[src/rtl/rs_pkg.sv]
package rs_pkg;
  parameter int unsigned OP_W   = 4;
  parameter int unsigned TAG_W  = 4;
  parameter int unsigned DATA_W = 16;

  typedef struct packed {
    logic              rdy;
    logic [TAG_W-1:0]  tag;
    logic [DATA_W-1:0] val;
  } opnd_t;

  typedef struct packed {
    logic [OP_W-1:0] op;
    opnd_t           src0;
    opnd_t           src1;
  } slot_t;

  // Tag compare and value capture for one operand
  function automatic opnd_t snoop(opnd_t o, logic bv, logic [TAG_W-1:0] bt,
                                  logic [DATA_W-1:0] bd);
    opnd_t r;
    r = o;
    if (!o.rdy && bv && (o.tag == bt)) begin
      r.rdy = 1'b1;
      r.val = bd;
    end
    return r;
  endfunction
endpackage

[src/rtl/rs_free_pick.sv]
module rs_free_pick #(
  parameter int unsigned NUM_ENTRIES = 4
) (
  input  logic [NUM_ENTRIES-1:0] valid_i,
  output logic [NUM_ENTRIES-1:0] free_oh_o
);
  always_comb begin
    logic found;
    found     = 1'b0;
    free_oh_o = '0;
    for (int i = 0; i < NUM_ENTRIES; i++) begin
      if (!valid_i[i] && !found) begin
        free_oh_o[i] = 1'b1;
        found        = 1'b1;
      end
    end
  end
endmodule

[src/rtl/rs_age_select.sv]
module rs_age_select #(
  parameter int unsigned NUM_ENTRIES = 4,
  parameter int unsigned AGE_W       = 2
) (
  input  logic [NUM_ENTRIES-1:0]            req_i,
  input  logic [NUM_ENTRIES-1:0][AGE_W-1:0] age_i,
  output logic [NUM_ENTRIES-1:0]            grant_o,
  output logic                              grant_any_o
);
  // Ages of occupied slots are unique, so a strict compare never ties
  always_comb begin
    logic [AGE_W-1:0] best_age;
    best_age    = '0;
    grant_o     = '0;
    grant_any_o = 1'b0;
    for (int i = 0; i < NUM_ENTRIES; i++) begin
      if (req_i[i] && (!grant_any_o || (age_i[i] < best_age))) begin
        grant_o     = '0;
        grant_o[i]  = 1'b1;
        best_age    = age_i[i];
        grant_any_o = 1'b1;
      end
    end
  end


  grant_onehot_chk: assert final ($onehot0(grant_o));
endmodule

[src/rtl/rs_entry.sv]
module rs_entry
  import rs_pkg::*;
#(
  parameter int unsigned AGE_W = 2
) (
  input  logic              clk_i,
  input  logic              rst_ni,
  input  logic              flush_i,
  input  logic              alloc_en_i,
  input  slot_t             alloc_slot_i,
  input  logic [AGE_W-1:0]  alloc_age_i,
  input  logic              bcast_valid_i,
  input  logic [TAG_W-1:0]  bcast_tag_i,
  input  logic [DATA_W-1:0] bcast_data_i,
  input  logic              grant_i,
  input  logic              grant_any_i,
  input  logic [AGE_W-1:0]  grant_age_i,
  output logic              valid_o,
  output logic              req_o,
  output logic [AGE_W-1:0]  age_o,
  output logic [OP_W-1:0]   op_o,
  output logic [DATA_W-1:0] src0_o,
  output logic [DATA_W-1:0] src1_o
);
  logic             valid_q;
  slot_t            slot_q;
  logic [AGE_W-1:0] age_q;

  always_ff @(posedge clk_i or negedge rst_ni) begin
    if (!rst_ni) begin
      valid_q <= 1'b0;
      slot_q  <= '0;
      age_q   <= '0;
    end else if (flush_i) begin
      valid_q <= 1'b0;
    end else if (alloc_en_i) begin
      valid_q     <= 1'b1;
      slot_q.op   <= alloc_slot_i.op;
      slot_q.src0 <= snoop(alloc_slot_i.src0, bcast_valid_i, bcast_tag_i, bcast_data_i);
      slot_q.src1 <= snoop(alloc_slot_i.src1, bcast_valid_i, bcast_tag_i, bcast_data_i);
      age_q       <= alloc_age_i;
    end else begin
      if (grant_i) valid_q <= 1'b0;
      slot_q.src0 <= snoop(slot_q.src0, bcast_valid_i, bcast_tag_i, bcast_data_i);
      slot_q.src1 <= snoop(slot_q.src1, bcast_valid_i, bcast_tag_i, bcast_data_i);
      // Close the gap left by an older issuing entry
      if (valid_q && grant_any_i && !grant_i && (age_q > grant_age_i))
        age_q <= age_q - AGE_W'(1);
    end
  end

  assign valid_o = valid_q;
  assign req_o   = valid_q && slot_q.src0.rdy && slot_q.src1.rdy;
  assign age_o   = age_q;
  assign op_o    = slot_q.op;
  assign src0_o  = slot_q.src0.val;
  assign src1_o  = slot_q.src1.val;


  grant_ready_chk: assert property (@(posedge clk_i) disable iff (!rst_ni)
    grant_i |-> req_o);


  wake_by_bcast_chk: assert property (@(posedge clk_i) disable iff (!rst_ni)
    (valid_q && $past(valid_q) && !$past(req_o) && req_o) |-> $past(bcast_valid_i));


  freed_on_grant_chk: assert property (@(posedge clk_i) disable iff (!rst_ni)
    (grant_i && !flush_i) |=> !req_o || $past(alloc_en_i) || !$past(valid_q));
endmodule

[src/rtl/rs_wakeup_select.sv]
module rs_wakeup_select
  import rs_pkg::*;
#(
  parameter int unsigned NUM_ENTRIES = 4
) (
  input  logic              clk_i,
  input  logic              rst_ni,
  input  logic              flush_i,
  input  logic              alloc_valid_i,
  input  logic [OP_W-1:0]   alloc_op_i,
  input  logic              alloc_src0_rdy_i,
  input  logic [TAG_W-1:0]  alloc_src0_tag_i,
  input  logic [DATA_W-1:0] alloc_src0_data_i,
  input  logic              alloc_src1_rdy_i,
  input  logic [TAG_W-1:0]  alloc_src1_tag_i,
  input  logic [DATA_W-1:0] alloc_src1_data_i,
  output logic              full_o,
  input  logic              bcast_valid_i,
  input  logic [TAG_W-1:0]  bcast_tag_i,
  input  logic [DATA_W-1:0] bcast_data_i,
  output logic              issue_valid_o,
  output logic [OP_W-1:0]   issue_op_o,
  output logic [DATA_W-1:0] issue_src0_o,
  output logic [DATA_W-1:0] issue_src1_o
);
  localparam int unsigned AGE_W = (NUM_ENTRIES > 1) ? $clog2(NUM_ENTRIES) : 1;

  logic [NUM_ENTRIES-1:0]             valid_vec, req_vec, free_oh, alloc_en;
  logic [NUM_ENTRIES-1:0]             grant_raw, grant_vec;
  logic [NUM_ENTRIES-1:0][AGE_W-1:0]  age_vec;
  logic [NUM_ENTRIES-1:0][OP_W-1:0]   op_vec;
  logic [NUM_ENTRIES-1:0][DATA_W-1:0] s0_vec, s1_vec;
  logic                               grant_any_raw, grant_any, alloc_go;
  logic [AGE_W-1:0]                   alloc_age, grant_age;
  slot_t                              alloc_slot;

  assign full_o    = &valid_vec;
  assign alloc_go  = alloc_valid_i && !full_o && !flush_i;
  assign alloc_en  = free_oh & {NUM_ENTRIES{alloc_go}};
  assign grant_any = grant_any_raw && !flush_i;
  assign grant_vec = grant_raw & {NUM_ENTRIES{!flush_i}};

  always_comb begin
    alloc_slot.op        = alloc_op_i;
    alloc_slot.src0.rdy  = alloc_src0_rdy_i;
    alloc_slot.src0.tag  = alloc_src0_tag_i;
    alloc_slot.src0.val  = alloc_src0_data_i;
    alloc_slot.src1.rdy  = alloc_src1_rdy_i;
    alloc_slot.src1.tag  = alloc_src1_tag_i;
    alloc_slot.src1.val  = alloc_src1_data_i;
  end

  // Newcomer age = number of entries that stay after this edge
  always_comb begin
    alloc_age = '0;
    for (int i = 0; i < NUM_ENTRIES; i++)
      alloc_age = alloc_age + AGE_W'(valid_vec[i] && !grant_vec[i]);
  end

  always_comb begin
    grant_age    = '0;
    issue_op_o   = '0;
    issue_src0_o = '0;
    issue_src1_o = '0;
    for (int i = 0; i < NUM_ENTRIES; i++) begin
      if (grant_vec[i]) begin
        grant_age    = grant_age    | age_vec[i];
        issue_op_o   = issue_op_o   | op_vec[i];
        issue_src0_o = issue_src0_o | s0_vec[i];
        issue_src1_o = issue_src1_o | s1_vec[i];
      end
    end
  end
  assign issue_valid_o = grant_any;

  rs_free_pick #(.NUM_ENTRIES(NUM_ENTRIES)) u_free_pick (
    .valid_i  (valid_vec),
    .free_oh_o(free_oh)
  );

  rs_age_select #(.NUM_ENTRIES(NUM_ENTRIES), .AGE_W(AGE_W)) u_age_select (
    .req_i      (req_vec),
    .age_i      (age_vec),
    .grant_o    (grant_raw),
    .grant_any_o(grant_any_raw)
  );

  for (genvar g = 0; g < NUM_ENTRIES; g++) begin : g_entry
    rs_entry #(.AGE_W(AGE_W)) u_entry (
      .clk_i        (clk_i),
      .rst_ni       (rst_ni),
      .flush_i      (flush_i),
      .alloc_en_i   (alloc_en[g]),
      .alloc_slot_i (alloc_slot),
      .alloc_age_i  (alloc_age),
      .bcast_valid_i(bcast_valid_i),
      .bcast_tag_i  (bcast_tag_i),
      .bcast_data_i (bcast_data_i),
      .grant_i      (grant_vec[g]),
      .grant_any_i  (grant_any),
      .grant_age_i  (grant_age),
      .valid_o      (valid_vec[g]),
      .req_o        (req_vec[g]),
      .age_o        (age_vec[g]),
      .op_o         (op_vec[g]),
      .src0_o       (s0_vec[g]),
      .src1_o       (s1_vec[g])
    );
  end


  flush_empties_chk: assert property (@(posedge clk_i) disable iff (!rst_ni)
    flush_i |=> (valid_vec == '0));


  full_refuse_chk: assert property (@(posedge clk_i) disable iff (!rst_ni)
    (full_o && alloc_valid_i) |=> ($countones(valid_vec) <= $past($countones(valid_vec))));


  issue_frees_chk: assert property (@(posedge clk_i) disable iff (!rst_ni)
    (issue_valid_o && !alloc_valid_i) |=>
      ($countones(valid_vec) == $past($countones(valid_vec)) - 1));


  reset_empty_chk: assert property (@(posedge clk_i)
    !rst_ni |=> !issue_valid_o || rst_ni);
endmodule

[config.mk]
export PLATFORM = sky130hd
export DESIGN_NAME = rs_wakeup_select
export DESIGN_NICKNAME = d
export VERILOG_FILES = /design/src/rtl/rs_pkg.sv /design/src/rtl/rs_free_pick.sv /design/src/rtl/rs_age_select.sv /design/src/rtl/rs_entry.sv /design/src/rtl/rs_wakeup_select.sv
export SDC_FILE = /design/constraint.sdc
export NUM_CORES = 1
export LEC_CHECK = 0
export ABC_AREA = 1
export BUFFER_PORTS_ARGS = -buffer_cell sky130_fd_sc_hd__buf_2
export CAP_MARGIN = 10
export CORE_MARGIN = 8
export CORE_UTILIZATION = 30
export DETAILED_ROUTE_END_ITERATION = 16
export GPL_TIMING_DRIVEN = 0
export SYNTH_ARGS = -nofsm -noshare
export SYNTH_HDL_FRONTEND = slang
export SYNTH_SLANG_ARGS = --single-unit
[constraint.sdc]
create_clock -name clk_i -period 11.3 [get_ports clk_i]
set_input_delay 1.13 -clock clk_i [delete_from_list [all_inputs] [get_ports clk_i]]
set_output_delay 1.13 -clock clk_i [all_outputs]
set_load 0.02 [all_outputs]
# Yosys cells after proc, flatten, opt, wreduce, memory -nomap -nowiden
# Index checks and enable logic that the tools add are counted.
# Widths: inputs -> output; s select.
dict set report totals {
  register_bits 196
  out_inout_bits 38
  word_cells 265
}
dict set report op_classes {
  n_addsub 7
  n_lt_le_gt_ge 7
  eq_ne 10
  muxes 77
  n_bitwise 15
  reduce_logical 113
}
# op count
set ops {}
lappend ops {{$mux 16} 18}
lappend ops {{$mux 42} 4}
lappend ops {{$or 16x16->16} 6}
lappend ops {{$logic_and 1x1->1} 53}
lappend ops {{$eq 4x4->1} 10}
lappend ops {{$mux 1} 33}
lappend ops {{$reduce_and 2->1} 16}
lappend ops {{$mux 2} 15}
lappend ops {{$mux 4} 7}
lappend ops {{$logic_not 1->1} 24}
lappend ops {{$reduce_bool 2->1} 12}
lappend ops {{$or 4x4->4} 3}
lappend ops {{$reduce_bool 3->1} 4}
lappend ops {{$and 4x4->4} 2}
lappend ops {{$gt 2x2->1} 4}
lappend ops {{$sub 2x1->2 const B} 4}
lappend ops {{$lt 2x2->1} 3}
lappend ops {{$or 2x2->2} 3}
lappend ops {{$add 2x1->2} 2}
lappend ops {{$reduce_and 4->1} 1}
lappend ops {{$logic_or 1x1->1} 3}
lappend ops {{$add 1x1->2} 1}
lappend ops {{$not 1->1} 1}

# Longest topological paths before layout
dict set report logic_depth {
  word_depth 27
  ltp_mapped 35
}

# Hierarchy
# Synthesis repeated with hierarchy kept, for this count alone.
dict set report unflattened {
  cells_unflattened 2186
  hier_area_um2 15478.6
}
# module instances cells_each area_each_um2 seq_area_each_um2
set modules_own_cells {}
lappend modules_own_cells {rs_entry 4 431 3345.7 1226.2}
lappend modules_own_cells {rs_wakeup_select 1 408 1834.3 0.0}
lappend modules_own_cells {rs_age_select 1 47 235.2 0.0}
lappend modules_own_cells {rs_free_pick 1 7 26.3 0.0}

# Least setup slack after synthesis
# OpenSTA, ideal clock, no wires.
dict set report synth_timing {
  path_type {register to output}
  from {register g_entry[0].u_entry.valid_q}
  to {output issue_src1_o[10]}
  arrival_time_ps 3241
  setup_slack_ps 6929
  path_stages_with_launch 26
  path_buffers 2
  cell_sequence {dfrtp_1 nand2_2 nor2_4 nand2_1 ha_1 nand2_1 nand2_1 nand2_1 nand2_2 o21ai_0 ha_1 nand2_1 nand2_1 nand2_2 nand2_4 nand2_1 o21ai_0 ha_1 nand2_1 nand2_1 nand2_2 nand2_4 buf_6 clkbuf_1 nand3_1 nand4_1}
}
dict set report synth_between {
  elab_chain_len 23
}
# item line
set synth_rtl {}
lappend synth_rtl {{start, declared} rs_entry.sv:25} ;# logic valid_q;
lappend synth_rtl {{start signal, assigned} rs_entry.sv:31} ;# valid_q <= 1'b0;
lappend synth_rtl {{start signal, assigned} rs_entry.sv:35} ;# valid_q <= 1'b0;
lappend synth_rtl {{start signal, assigned} rs_entry.sv:37} ;# valid_q <= 1'b1;
lappend synth_rtl {{$logic_and 1x1->1 (*) (2 in series)} rs_entry.sv:53} ;# assign req_o = valid_q && slot_q.src0.rdy && slot_q.src1.rdy;
lappend synth_rtl {{$mux 2 / $mux 1 (equally long branches)} rs_age_select.sv:17} ;# if (req_i[i] && (!grant_any_o || (age_i[i] < best_age))) begin
lappend synth_rtl {{$lt 2x2->1 / $logic_not 1->1 (equally long branches)} rs_age_select.sv:17}
lappend synth_rtl {{$logic_or 1x1->1} rs_age_select.sv:17}
lappend synth_rtl {{$logic_and 1x1->1} rs_age_select.sv:17}
lappend synth_rtl {{$mux 2 / $mux 1 (equally long branches)} rs_age_select.sv:17}
lappend synth_rtl {{$lt 2x2->1 / $logic_not 1->1 (equally long branches)} rs_age_select.sv:17}
lappend synth_rtl {{$logic_or 1x1->1} rs_age_select.sv:17}
lappend synth_rtl {{[... 6 more ...]} n/a}
lappend synth_rtl {{$and 4x4->4 (*)} rs_wakeup_select.sv:41} ;# assign grant_vec = grant_raw & {NUM_ENTRIES{!flush_i}};
lappend synth_rtl {{$mux 16} rs_wakeup_select.sv:66} ;# if (grant_vec[i]) begin
lappend synth_rtl {{$or 16x16->16} rs_wakeup_select.sv:70} ;# issue_src1_o = issue_src1_o | s1_vec[i];
lappend synth_rtl {{$mux 16} rs_wakeup_select.sv:66}
lappend synth_rtl {{$or 16x16->16} rs_wakeup_select.sv:70}
lappend synth_rtl {{$mux 16} rs_wakeup_select.sv:66}
lappend synth_rtl {{$or 16x16->16} rs_wakeup_select.sv:70}
lappend synth_rtl {{$mux 16 (*)} rs_wakeup_select.sv:66}
lappend synth_rtl {{end, declared} rs_wakeup_select.sv:24} ;# output logic [DATA_W-1:0] issue_src1_o
# Every way passes the cells marked *; elsewhere a longest branch is shown, timed or not.

# Worst setup path after layout
dict set report layout_timing {
  from {register g_entry[0].u_entry.valid_q}
  to {output issue_src0_o[4]}
}
dict set report layout_between {
  elab_chain_len 23
}
# item line
set layout_rtl {}
lappend layout_rtl {{$logic_and 1x1->1 (*) (2 in series)} rs_entry.sv:53}
lappend layout_rtl {{$mux 2 / $mux 1 (equally long branches)} rs_age_select.sv:17}
lappend layout_rtl {{$lt 2x2->1 / $logic_not 1->1 (equally long branches)} rs_age_select.sv:17}
lappend layout_rtl {{$logic_or 1x1->1} rs_age_select.sv:17}
lappend layout_rtl {{$logic_and 1x1->1} rs_age_select.sv:17}
lappend layout_rtl {{$mux 2 / $mux 1 (equally long branches)} rs_age_select.sv:17}
lappend layout_rtl {{$lt 2x2->1 / $logic_not 1->1 (equally long branches)} rs_age_select.sv:17}
lappend layout_rtl {{$logic_or 1x1->1} rs_age_select.sv:17}
lappend layout_rtl {{[... 6 more ...]} n/a}
lappend layout_rtl {{$and 4x4->4 (*)} rs_wakeup_select.sv:41}
lappend layout_rtl {{$mux 16} rs_wakeup_select.sv:66}
lappend layout_rtl {{$or 16x16->16} rs_wakeup_select.sv:69} ;# issue_src0_o = issue_src0_o | s0_vec[i];
lappend layout_rtl {{$mux 16} rs_wakeup_select.sv:66}
lappend layout_rtl {{$or 16x16->16} rs_wakeup_select.sv:69}
lappend layout_rtl {{$mux 16} rs_wakeup_select.sv:66}
lappend layout_rtl {{$or 16x16->16} rs_wakeup_select.sv:69}
lappend layout_rtl {{$mux 16 (*)} rs_wakeup_select.sv:66}
lappend layout_rtl {{end, declared} rs_wakeup_select.sv:23} ;# output logic [DATA_W-1:0] issue_src0_o,
# Marked as above.

==> key figures <==
Outcome
  – Status: finished, final reports clean

Route
  – 1st-pass router iterations: 6
  – DR vias: 10762
  – Metal-1 WL: 18.1 mm
  – WL per Instance: 22.3 um
  – Vias per cell: 5.50
  – Iteration-0 DRC Markers: 1337
  – # DRC: 0
  – Met2 routed WL: 19.2 mm
  – Drt total wl: 43.5 mm
  – Metal3 WL: 4.52 mm
  – Antenna viol nets, final: 0
  – Top layer used by detailed routing: met5

Critical path
  – Critical Path RT: 10.17 ns
  – Worst EP arrival: 4.64 ns
  – Critical path launch point type: flip-flop
  – Critical Setup Path Class: flip-flop to primary output
  – Crit-path max FO: 10
  – Crit end category: primary output

Synth
  – Post-Synth Simple-Gate Area: 0.276
  – Synth Area in XOR/XNOR: 0.0273
  – Synth Area in Adders: 0.0125
  – Asr flop ratio synth: 1.00
  – Mapped Nets: 1437
  – Commonest cells post-synth: 357 x nand2_1, 196 x dfrtp_1, 126 x nor2_1
  – Ys flop type: dfrtp_1
  – Post-synthesis mux area share: 0
  – Number of synthesized flops with an enable pin: 0
  – Synth area leader: dfrtp_1
  – Area share of the largest cell type after synthesis: 0.463
  – Cells after synthesis: 1356
  – Register area share after synthesis: 0.463
  – Most common cell in the synthesized netlist: nand2_1
  – Synthesis warning total: 0
  – Combinational family with the most area after synthesis: simple AND/OR/NAND/NOR gates
  – Mapped cell area: 10600 sq um
  – #FFs+latches synth: 196
  – Synth Area per Inst: 7.81 sq um
  – Top post-synthesis cells by area: dfrtp_1 46%, nand2_1 13%, a31oi_1 5.4%, nor2_1 4.5%, nand3_1 4.4%
  – Synth unique cells: 38
  – Compound-gate portion of the synthesized area: 0.159

Power
  – VDD IR max: 0.000107 V
  – Leak: 5.55 nW
  – Comb power frac: 0.230
  – Clk network pwr share: 0.283
  – Internal: 1.47 mW
  – Final Total Pwr: 2.24 mW
  – Net Sw Frac: 0.346
  – Psw: 0.776 mW
  – Power per cell area: 182 nW/um^2
  – Seq pwr share: 0.487

STA
  – Unrepaired setup endpoints after global routing: false
  – Pins Over Slew Limit: 0
  – Final setup violating endpoints: 0
  – WHS: 0.493 ns
  – Clock skew: 0.0243 ns
  – Fin crit period: 5.77 ns
  – Final Hold Fails: 0
  – Fin crit share: 0.511
  – F_max: 0.173 GHz
  – Slew @ Worst Pin: 1.28 ns
  – Slew HR: 0.147
  – Fin Setup TNS: 0 ns

Placed design
  – GP Congestion: 0.955
  – Placed Cells: 1922
  – Post-DP HPWL: 30.8 mm
  – I/O Buffers: 104

Global routing
  – Initial antenna violation count: 2
  – Largest net degree at the start of global routing: 119
  – Vias in the first global route: 10578
  – First-pass GRT wire length: 65.0 mm
  – Total GRT Usage: 0.206
  – Gr ovfl total: 0

Floorplan
  – I/O pin count: 109
  – Core Rows: 69
  – Height of the die: 204 um
  – Initial Util: 0.301
  – Total core area: 35100 sq um
  – Die Wd: 204 um
  – Die area: 41600 sq um

Layout
  – Fillers: 3707
  – Final nets: 1563
  – Non-Filler Instances: 1956
  – Synth-to-Final Area Change: 16.4%
  – Sequential Area: 4900 sq um
  – Multi-input gate area: 5030 sq um
  – Share of cells above drive strength 1: 0.141

Clock tree
  – Max clock buf depth: 2
  – Clock Root Buffer: clkbuf_16
  – CTS tree: yes
  – Post-CTS sizing: 0
  – Clk sinks: 196
  – Worst-skew pair later-pin latency: 0.46 ns
  – H-tree lvl count: 4
  – Post-CTS setup buffer count: 0
  – Hold buffers post-CTS: 0
  – Clock transition at the registers of the reported paths: 0.08 ns
  – Number of CTS-inserted buffers: 17

Min path
  – Min-delay worst type: flip-flop to flip-flop

Flow run
  – MaxCap Viol Count: 0
## cells by family after synthesis
logic type / after synthesis
and+or+nand+nor: 675
AOI/OAI and AO/OA: 273
DFF: 196
buffers and inverters: 169
xor gates and xnor gates: 33
adders and majority gates: 10
## critical path: stages, from the launching register on
cell and delay [ns]:
dfrtp_1 0.45, nand2_2 0.09, nor2_4 0.17, nand2_1 0.10
ha_1 0.27, nand2_1 0.06, nand2_1 0.05, nand2_1 0.08
nand2_2 0.09, o21ai_0 0.27, ha_1 0.29, nand2_1 0.06
nand2_1 0.05, nand2_2 0.08, nand2_4 0.07, nand2_1 0.05
o21ai_0 0.08, ha_1 0.28, nand2_1 0.07, nand2_1 0.06
nand2_2 0.09, nand2_4 0.10, nor2_4 0.22, buf_1 0.53
nand2_1 0.14, nand4_1 0.19, buf_2 0.19
## cells in the final DEF, fill, tap and decap left out, drive strengths merged, types with 35 or more instances in the layout
cell and count:
or2 43, buf 126, a31oi 91, o21ai 87
nand2 367, nand4 35, inv 85, nor2 128
clkbuf 87, dfrtp 196, nand3 94
## flip-flops by register name (all words and copies together) (netlist names)
signal and flops:
g_entry.u_entry.age_o 8, g_entry.u_entry.op_o 16, g_entry.u_entry.slot_q 40, g_entry.u_entry.src0_o 64, g_entry.u_entry.src1_o 64, g_entry.u_entry.valid_o 4
## layer usage
| layer | up-vias | track usage |
|---|---|---|
| met5 | - | 0 |
| met2 | 648 | 0.313 |
| met1 | 5141 | 0.272 |
| met4 | 2 | 0.0927 |
| met3 | 115 | 0.0525 |
| li1 | 4856 | - |
## power by group through the flow
stage               clock (mW)  sequential, mW  combinational (mW)
finish                   0.634            1.09               0.517
detailed placement           0            1.10               0.515
global route             0.659            1.12               0.585
global placement             0            1.09               0.500
floorplan                    0            1.06               0.376
CTS                      0.632            1.09               0.515
## through the flow
stage / cell area [sq um] / util / setup slack (ns)
floorplan: 10600 / - / 6.93
global placement: 11700 / 0.333 / 5.57
detailed placement: 11700 / 0.334 / 5.96
CTS: 12300 / 0.350 / 5.47
global route: 12300 / 0.351 / 5.17
finish: 12300 / 0.351 / 5.53
## path summary, 6_finish.rpt
| check | startpoint | end | slack (ns) | cells after the start |
|---|---|---|---|---|
| min | g_entry[2].u_entry.op_o[3] | g_entry[2].u_entry.op_o[3] | 0.49 | 2 |
| max | g_entry[0].u_entry.valid_o | issue_src0_o[4] | 5.53 | 26 |
| min reg2reg | g_entry[2].u_entry.op_o[3] | g_entry[2].u_entry.op_o[3] | 0.49 | 2 |
| max reg2reg | g_entry[0].u_entry.valid_o | g_entry[0].u_entry.age_o[1] | 6.27 | 30 |
| min in group asynchronous | rst_ni | g_entry[3].u_entry.src0_o[9] | 0.66 | 1 |
| max in group asynchronous | rst_ni | g_entry[0].u_entry.src0_o[0] | 9.56 | 2 |
## cell type report
cell class,count,area share
Multi-Input combinational cell,991,0.408
Sequential cell,196,0.398
Tap cell,461,0.0468
Timing Repair Buffer,107,0.0461
Clock buffer,17,0.0345
Buffer,89,0.0290
Inverter,80,0.0244
Clock inverter,14,0.0130
Antenna cell,1,0.000203
No activity file was read; power rests on OpenSTA's default activity.
